### src/rtl/sigf_pkg.sv
package sigf_pkg;
  typedef enum logic {EXP_IDLE = 1'b0, EXP_HOLD = 1'b1} exp_state_e;
endpackage

### src/rtl/sigf_hash.sv
module sigf_hash #(
  parameter int ADDR_W   = 32,
  parameter int IDX_W    = 8,
  parameter int NUM_HASH = 2,
  parameter int WORD_OFS = 2,
  parameter int STEP     = 4,
  parameter int SIG_BITS = 1 << IDX_W
) (
  input  logic [ADDR_W-1:0]   addr,
  output logic [SIG_BITS-1:0] mask
);
  localparam int CHUNKS = (ADDR_W + IDX_W - 1) / IDX_W;
  localparam int PAD_W  = CHUNKS * IDX_W;

  logic [NUM_HASH*IDX_W-1:0] idx_flat;

  for (genvar k = 0; k < NUM_HASH; k++) begin : g_fold
    logic [PAD_W-1:0] w;
    logic [IDX_W-1:0] hv;
    always_comb begin
      w  = PAD_W'(addr) >> (WORD_OFS + STEP * k);
      hv = '0;
      for (int c = 0; c < CHUNKS; c++) hv = hv ^ w[c*IDX_W +: IDX_W];
    end
    assign idx_flat[k*IDX_W +: IDX_W] = hv;
  end

  always_comb begin
    mask = '0;
    for (int k = 0; k < NUM_HASH; k++) mask[idx_flat[k*IDX_W +: IDX_W]] = 1'b1;
  end
endmodule

### src/rtl/sigf_local.sv
module sigf_local
  import sigf_pkg::*;
#(
  parameter int SIG_BITS = 256
) (
  input  logic                clk,
  input  logic                rst_n,
  input  logic                ins_fire,
  input  logic [SIG_BITS-1:0] ins_mask,
  input  logic                rel_req,
  input  logic                exp_ready,
  output logic                exp_valid,
  output logic [SIG_BITS-1:0] exp_vec
);
  exp_state_e          st_q;
  logic [SIG_BITS-1:0] loc_q;
  logic [SIG_BITS-1:0] merged;
  logic                start;

  assign exp_valid = (st_q == EXP_HOLD);
  assign start     = rel_req && !exp_valid;
  assign merged    = loc_q | (ins_fire ? ins_mask : '0);

  always_ff @(posedge clk) begin
    if (!rst_n) begin
      st_q    <= EXP_IDLE;
      loc_q   <= '0;
      exp_vec <= '0;
    end else if (start) begin
      st_q    <= EXP_HOLD;
      exp_vec <= merged;
      loc_q   <= '0;
    end else begin
      loc_q <= merged;
      if (exp_valid && exp_ready) st_q <= EXP_IDLE;
    end
  end

  a_r5_hold_stable: assert property (@(posedge clk) disable iff (!rst_n)
    (exp_valid && !exp_ready) |=> (exp_valid && $stable(exp_vec)));
  a_r4_insert_first: assert property (@(posedge clk) disable iff (!rst_n)
    (start && ins_fire) |=> ((exp_vec & $past(ins_mask)) == $past(ins_mask)));
  a_r3_no_change: assert property (@(posedge clk) disable iff (!rst_n)
    (!ins_fire && !start) |=> (loc_q == $past(loc_q)));
  a_r6_no_restart: assert property (@(posedge clk) disable iff (!rst_n)
    (exp_valid && !exp_ready && rel_req) |=> $stable(exp_vec));
endmodule

### src/rtl/sigf_recv.sv
module sigf_recv #(
  parameter int SIG_BITS = 256
) (
  input  logic                clk,
  input  logic                rst_n,
  input  logic                imp_fire,
  input  logic [SIG_BITS-1:0] imp_vec,
  input  logic                cs_exit,
  input  logic [SIG_BITS-1:0] q_mask,
  output logic                hit
);
  logic [SIG_BITS-1:0] recv_q;

  always_ff @(posedge clk) begin
    if (!rst_n)        recv_q <= '0;
    else if (cs_exit)  recv_q <= imp_fire ? imp_vec : '0;
    else if (imp_fire) recv_q <= recv_q | imp_vec;
  end

  assign hit = ((recv_q & q_mask) == q_mask);

  a_r9_exit_miss: assert property (@(posedge clk) disable iff (!rst_n)
    (cs_exit && !imp_fire) |=> !hit);
  a_r7_import_kept: assert property (@(posedge clk) disable iff (!rst_n)
    imp_fire |=> ((recv_q & $past(imp_vec)) == $past(imp_vec)));
  a_r7_monotone: assert property (@(posedge clk) disable iff (!rst_n)
    !cs_exit |=> ((recv_q & $past(recv_q)) == $past(recv_q)));
endmodule

### src/rtl/atomic_sig_filter.sv
module atomic_sig_filter #(
  parameter int ADDR_W   = 32,
  parameter int IDX_W    = 8,
  parameter int NUM_HASH = 2,
  parameter int WORD_OFS = 2,
  parameter int STEP     = 4,
  localparam int SIG_BITS = 1 << IDX_W
) (
  input  logic                clk,
  input  logic                rst_n,
  input  logic                ins_valid,
  output logic                ins_ready,
  input  logic [ADDR_W-1:0]   ins_addr,
  input  logic                ins_atomic,
  input  logic [ADDR_W-1:0]   qry_addr,
  output logic                qry_hit,
  input  logic                rel_req,
  output logic                exp_valid,
  input  logic                exp_ready,
  output logic [SIG_BITS-1:0] exp_vec,
  input  logic                imp_valid,
  output logic                imp_ready,
  input  logic [SIG_BITS-1:0] imp_vec,
  input  logic                cs_exit
);
  logic [SIG_BITS-1:0] ins_mask, qry_mask;
  logic                ins_fire;

  assign ins_ready = 1'b1;
  assign imp_ready = 1'b1;
  assign ins_fire  = ins_valid && ins_ready && ins_atomic;

  sigf_hash #(.ADDR_W(ADDR_W), .IDX_W(IDX_W), .NUM_HASH(NUM_HASH),
              .WORD_OFS(WORD_OFS), .STEP(STEP), .SIG_BITS(SIG_BITS))
    u_hash_ins (.addr(ins_addr), .mask(ins_mask));

  sigf_hash #(.ADDR_W(ADDR_W), .IDX_W(IDX_W), .NUM_HASH(NUM_HASH),
              .WORD_OFS(WORD_OFS), .STEP(STEP), .SIG_BITS(SIG_BITS))
    u_hash_qry (.addr(qry_addr), .mask(qry_mask));

  sigf_local #(.SIG_BITS(SIG_BITS)) u_local (
    .clk(clk), .rst_n(rst_n), .ins_fire(ins_fire), .ins_mask(ins_mask),
    .rel_req(rel_req), .exp_ready(exp_ready), .exp_valid(exp_valid),
    .exp_vec(exp_vec));

  sigf_recv #(.SIG_BITS(SIG_BITS)) u_recv (
    .clk(clk), .rst_n(rst_n), .imp_fire(imp_valid && imp_ready),
    .imp_vec(imp_vec), .cs_exit(cs_exit), .q_mask(qry_mask), .hit(qry_hit));

  a_r1_reset_idle: assert property (@(posedge clk)
    !rst_n |=> !exp_valid);
  a_r7_ready_high: assert property (@(posedge clk) disable iff (!rst_n)
    (ins_ready && imp_ready));
endmodule

### config.mk
export PLATFORM = sky130hd
export DESIGN_NAME = atomic_sig_filter
export DESIGN_NICKNAME = d
export VERILOG_FILES = /design/src/rtl/sigf_pkg.sv /design/src/rtl/sigf_hash.sv /design/src/rtl/sigf_local.sv /design/src/rtl/sigf_recv.sv /design/src/rtl/atomic_sig_filter.sv
export SDC_FILE = /design/constraint.sdc
export NUM_CORES = 2
export LEC_CHECK = 0
export BUFFER_PORTS_ARGS = -buffer_cell sky130_fd_sc_hd__buf_2
export CELL_PAD_IN_SITES_DETAIL_PLACEMENT = 0
export CELL_PAD_IN_SITES_GLOBAL_PLACEMENT = 1
export CORE_AREA = 2 2 292 294
export DETAILED_ROUTE_END_ITERATION = 8
export DIE_AREA = 0 0 294 296
export HOLD_SLACK_MARGIN = 0.06
export PLACE_DENSITY_LB_ADDON = 0.08
export SYNTH_ARGS = -nofsm -noshare
export SYNTH_HDL_FRONTEND = slang
export SYNTH_SLANG_ARGS = --single-unit
### constraint.sdc
create_clock -name clk -period 4.5 [get_ports clk]
set_clock_uncertainty 0.1 [all_clocks]
set_input_delay 0.9 -clock clk [delete_from_list [all_inputs] [get_ports clk]]
set_output_delay 0.9 -clock clk [all_outputs]
set_load 0.005 [all_outputs]
==> impl_metrics.json <==
{
  "register_area_um2": 15390,
  "tightest_slew_ns": 1.417,
  "max-clock-path-buffers": 3,
  "vias_per_cell": 5.891,
  "cp-startpoint": "qry_addr[21]",
  "hp-class": "reg2reg",
  "max_freq_ghz": 0.1952,
  "core_area_um2": 84210,
  "dp_hpwl_mm": 133.6,
  "die_w_um": 294,
  "r2r_start": "u_local.exp_valid",
  "tns_ns": -0.6219,
  "cts_tree": "done",
  "grt_pass1_vias": 30130,
  "hold_viol": 0,
  "setup.worst_path.class": "in2out",
  "cts.clk_slew.worst_paths_ns": 0.06,
  "arrival_ns": 4.12,
  "fill_cells": 8264,
  "htree_levels": 3,
  "rows": 107,
  "crit_path_frequent_cell": "buf_4",
  "root_buffer": "clkbuf_16",
  "swShare": 0.2972,
  "power_density_nw_per_um2": 425.2,
  "drt-pass1-iter-count": 6,
  "critPathMaxFanout": 13,
  "num_vias": 32870,
  "grt_pass1_wl_mm": 236.7,
  "crit_slowest_cell": "nor4_2",
  "end_kind": "primary output",
  "violations": "setup timing",
  "utilization": 0.4925,
  "syn-cell-area_um2": 30730,
  "postLayoutSetupSlackWorst_ns": -0.6219,
  "gr-total-overflow": 0,
  "hp-start": "u_local.exp_vec[220]",
  "synthCells": 3624,
  "grt_start_max_net_pins": 257,
  "ant_nets": 0,
  "path_delay_family": "simple AND/OR/NAND/NOR gates",
  "drive_gt1_frac": 0.2792,
  "async_reset_ff_frac": 0,
  "start_util": 0.3650,
  "drc": 0,
  "whs_path_depth": 2,
  "die_h_um": 296,
  "ff2ff_setup_slack_ns": 2.32,
  "ys_seq_area_frac": 0.5009,
  "reg2regPathDepth": 3,
  "switching_power_mw": 5.241,
  "clock_latency_ns": 0.67,
  "syn_to_final_growth_pct": 34.94,
  "rsz0062_at_grt": "true",
  "worstReg2RegEnd": "u_local.exp_vec[122]",
  "cp-start-kind": "input port",
  "slew_headroom": 0.05565,
  "yosysMostFrequentCell": "dfxtp_1",
  "cts_buffers": 83,
  "gp_congestion": 1.115,
  "path_buf_inv": 6,
  "cp.required_ns": 3.50,
  "setup_viol": 1,
  "synth_ff_type": "dfxtp_1",
  "hold_end": "u_local.exp_vec[220]",
  "yosys-top-cells-area": "dfxtp_1, a22oi_1, o22ai_1",
  "status": "finished with violations",
  "slew_viol_final": 0,
  "fin_nets": 4746,
  "synth_commonest_cells": "dfxtp_1, nor2_1, o22ai_1",
  "syn_avg_cell_area_um2": 8.480,
  "io_buffers": 581,
  "wl_per_cell_um": 31.04,
  "min_period_ns": 5.122,
  "ys_warn_count": 0,
  "clock-sinks": 769,
  "crit_chain": "buf_2 > xnor3_2 > xnor2_2 > buf_12 > buf_4 > nor4_2 > buf_4 > a22oi_1 > o22ai_1 > nor4_1 > buf_4 > nand4_1 > nor4_2 > and4_4 > buf_6",
  "synth_edf_count": 0,
  "drv_cap": 0,
  "critPathMaxStageDelay_ns": 0.75,
  "synth_top_area_frac": 0.5009,
  "whs_ns": 0.3475,
  "combinationalPowerShare": 0.183,
  "ys_ff_latch": 769,
  "multi_input_area_um2": 14670,
  "routed_wl_mm": 173.2,
  "grtUsageTotal": 0.3841,
  "p_int_mw": 12.39,
  "cellLeakagePower_nw": 16.54,
  "pwr-share-seq": 0.409,
  "yosysTopAreaCell": "dfxtp_1",
  "drtIter0Drc": 3523,
  "antenna_found_initial": 11,
  "ys_types": 52,
  "fin_crit_sh": 1.138,
  "dieArea_um2": 87020,
  "clkPwrFrac": 0.409,
  "vdd_drop_max_v": 0.0002820,
  "io_pins": 588,
  "power_mw": 17.64
}
==> how the worst max path moves through the flow <==
stage	slack (ns)	to	depth (start not counted)
4_1_cts	-0.57	qry_hit	17
3_3_place_gp	-1.13	qry_hit	16
3_5_place_dp	-0.96	qry_hit	16
6_report	-0.62	qry_hit	15
5_1_grt	-0.67	qry_hit	15
2_1_floorplan	0.03	qry_hit	10
==> final cells by class <==
type	instances	share of cell area
clock inverter	32	0.01162
inverter	6	0.0007241
clock buffer	120	0.05898
antenna	4	0.0002414
multi-input combinational	2534	0.3537
timing repair buffer	1024	0.1706
tap	1090	0.03288
sequential	769	0.3712
==> placed cells by master (no fill, tap or decap), types with 17 or more instances in the layout <==
cell type    n
xnor2_1     17
dfxtp_1    769
nand4_1     40
a21oi_1     26
o22ai_1    366
buf_12      59
nor3_1     100
o21ai_0    270
buf_4      366
buf_2      576
clkbuf_8    24
nor2b_1    260
buf_6       21
clkbuf_16   83
nor2_1     574
nand2_1    323
nor4_1      23
a22oi_1    340
==> power by group through the flow <==
stage | clock network, mW | logic [mW] | registers [mW]
2_1_floorplan | 0 | 1.23 | 7.17
3_3_place_gp | 0 | 2.94 | 7.34
3_5_place_dp | 0 | 2.90 | 7.33
4_1_cts | 7.29 | 3.07 | 7.19
5_1_grt | 7.56 | 3.32 | 7.19
6_report | 7.21 | 3.22 | 7.21
==> routing by layer <==
metal / routed length (um) / global-route usage
met1: 69610 / 0.4863
met4: 11190 / 0.2147
met5: 58 / 0
met3: 13330 / 0.07525
met2: 78980 / 0.6140
==> cells by family (layout without fill, tap and decap cells) <==
family,after synthesis,count (layout),synth area share
buffers and inverters,323,1182,0.04096
XOR/XNOR,56,57,0.02373
AO/OA/AOI/OAI,1082,1082,0.2270
flip-flops,769,769,0.5009
AND/OR/NAND/NOR,1393,1393,0.2072
other,1,6,0.0001220
==> sequential cells by signal (all words and copies together), names as in the netlist <==
signal,flops
u_local.exp_valid,1
u_local.exp_vec,256
u_local.loc_q,256
u_recv.recv_q,256
==> timing repair <==
item,4_1_cts,5_1_grt
hold buffers,0,0
pin swaps,32,37
cloned,1,0
setup endpoints to repair,1,1
resized for setup,62,48
buffers inserted,20,6
==> through the flow <==
step	area [um2]	instances	setup slack [ns]
floorplan	30740	3625	0.02698
global placement	37730	5398	-1.130
detailed placement	37730	5398	-0.9646
CTS	41180	5570	-0.5720
global route	41460	5576	-0.6666
finish	41470	5579	-0.6219
==> worst reg2reg max path, cell delays in order (launching register included) <==
cell and delay (ns):
dfxtp_1 0.39, nand3b_1 0.18, buf_12 0.54, o21ai_0 0.77
No activity file was read; power rests on OpenSTA's default activity.
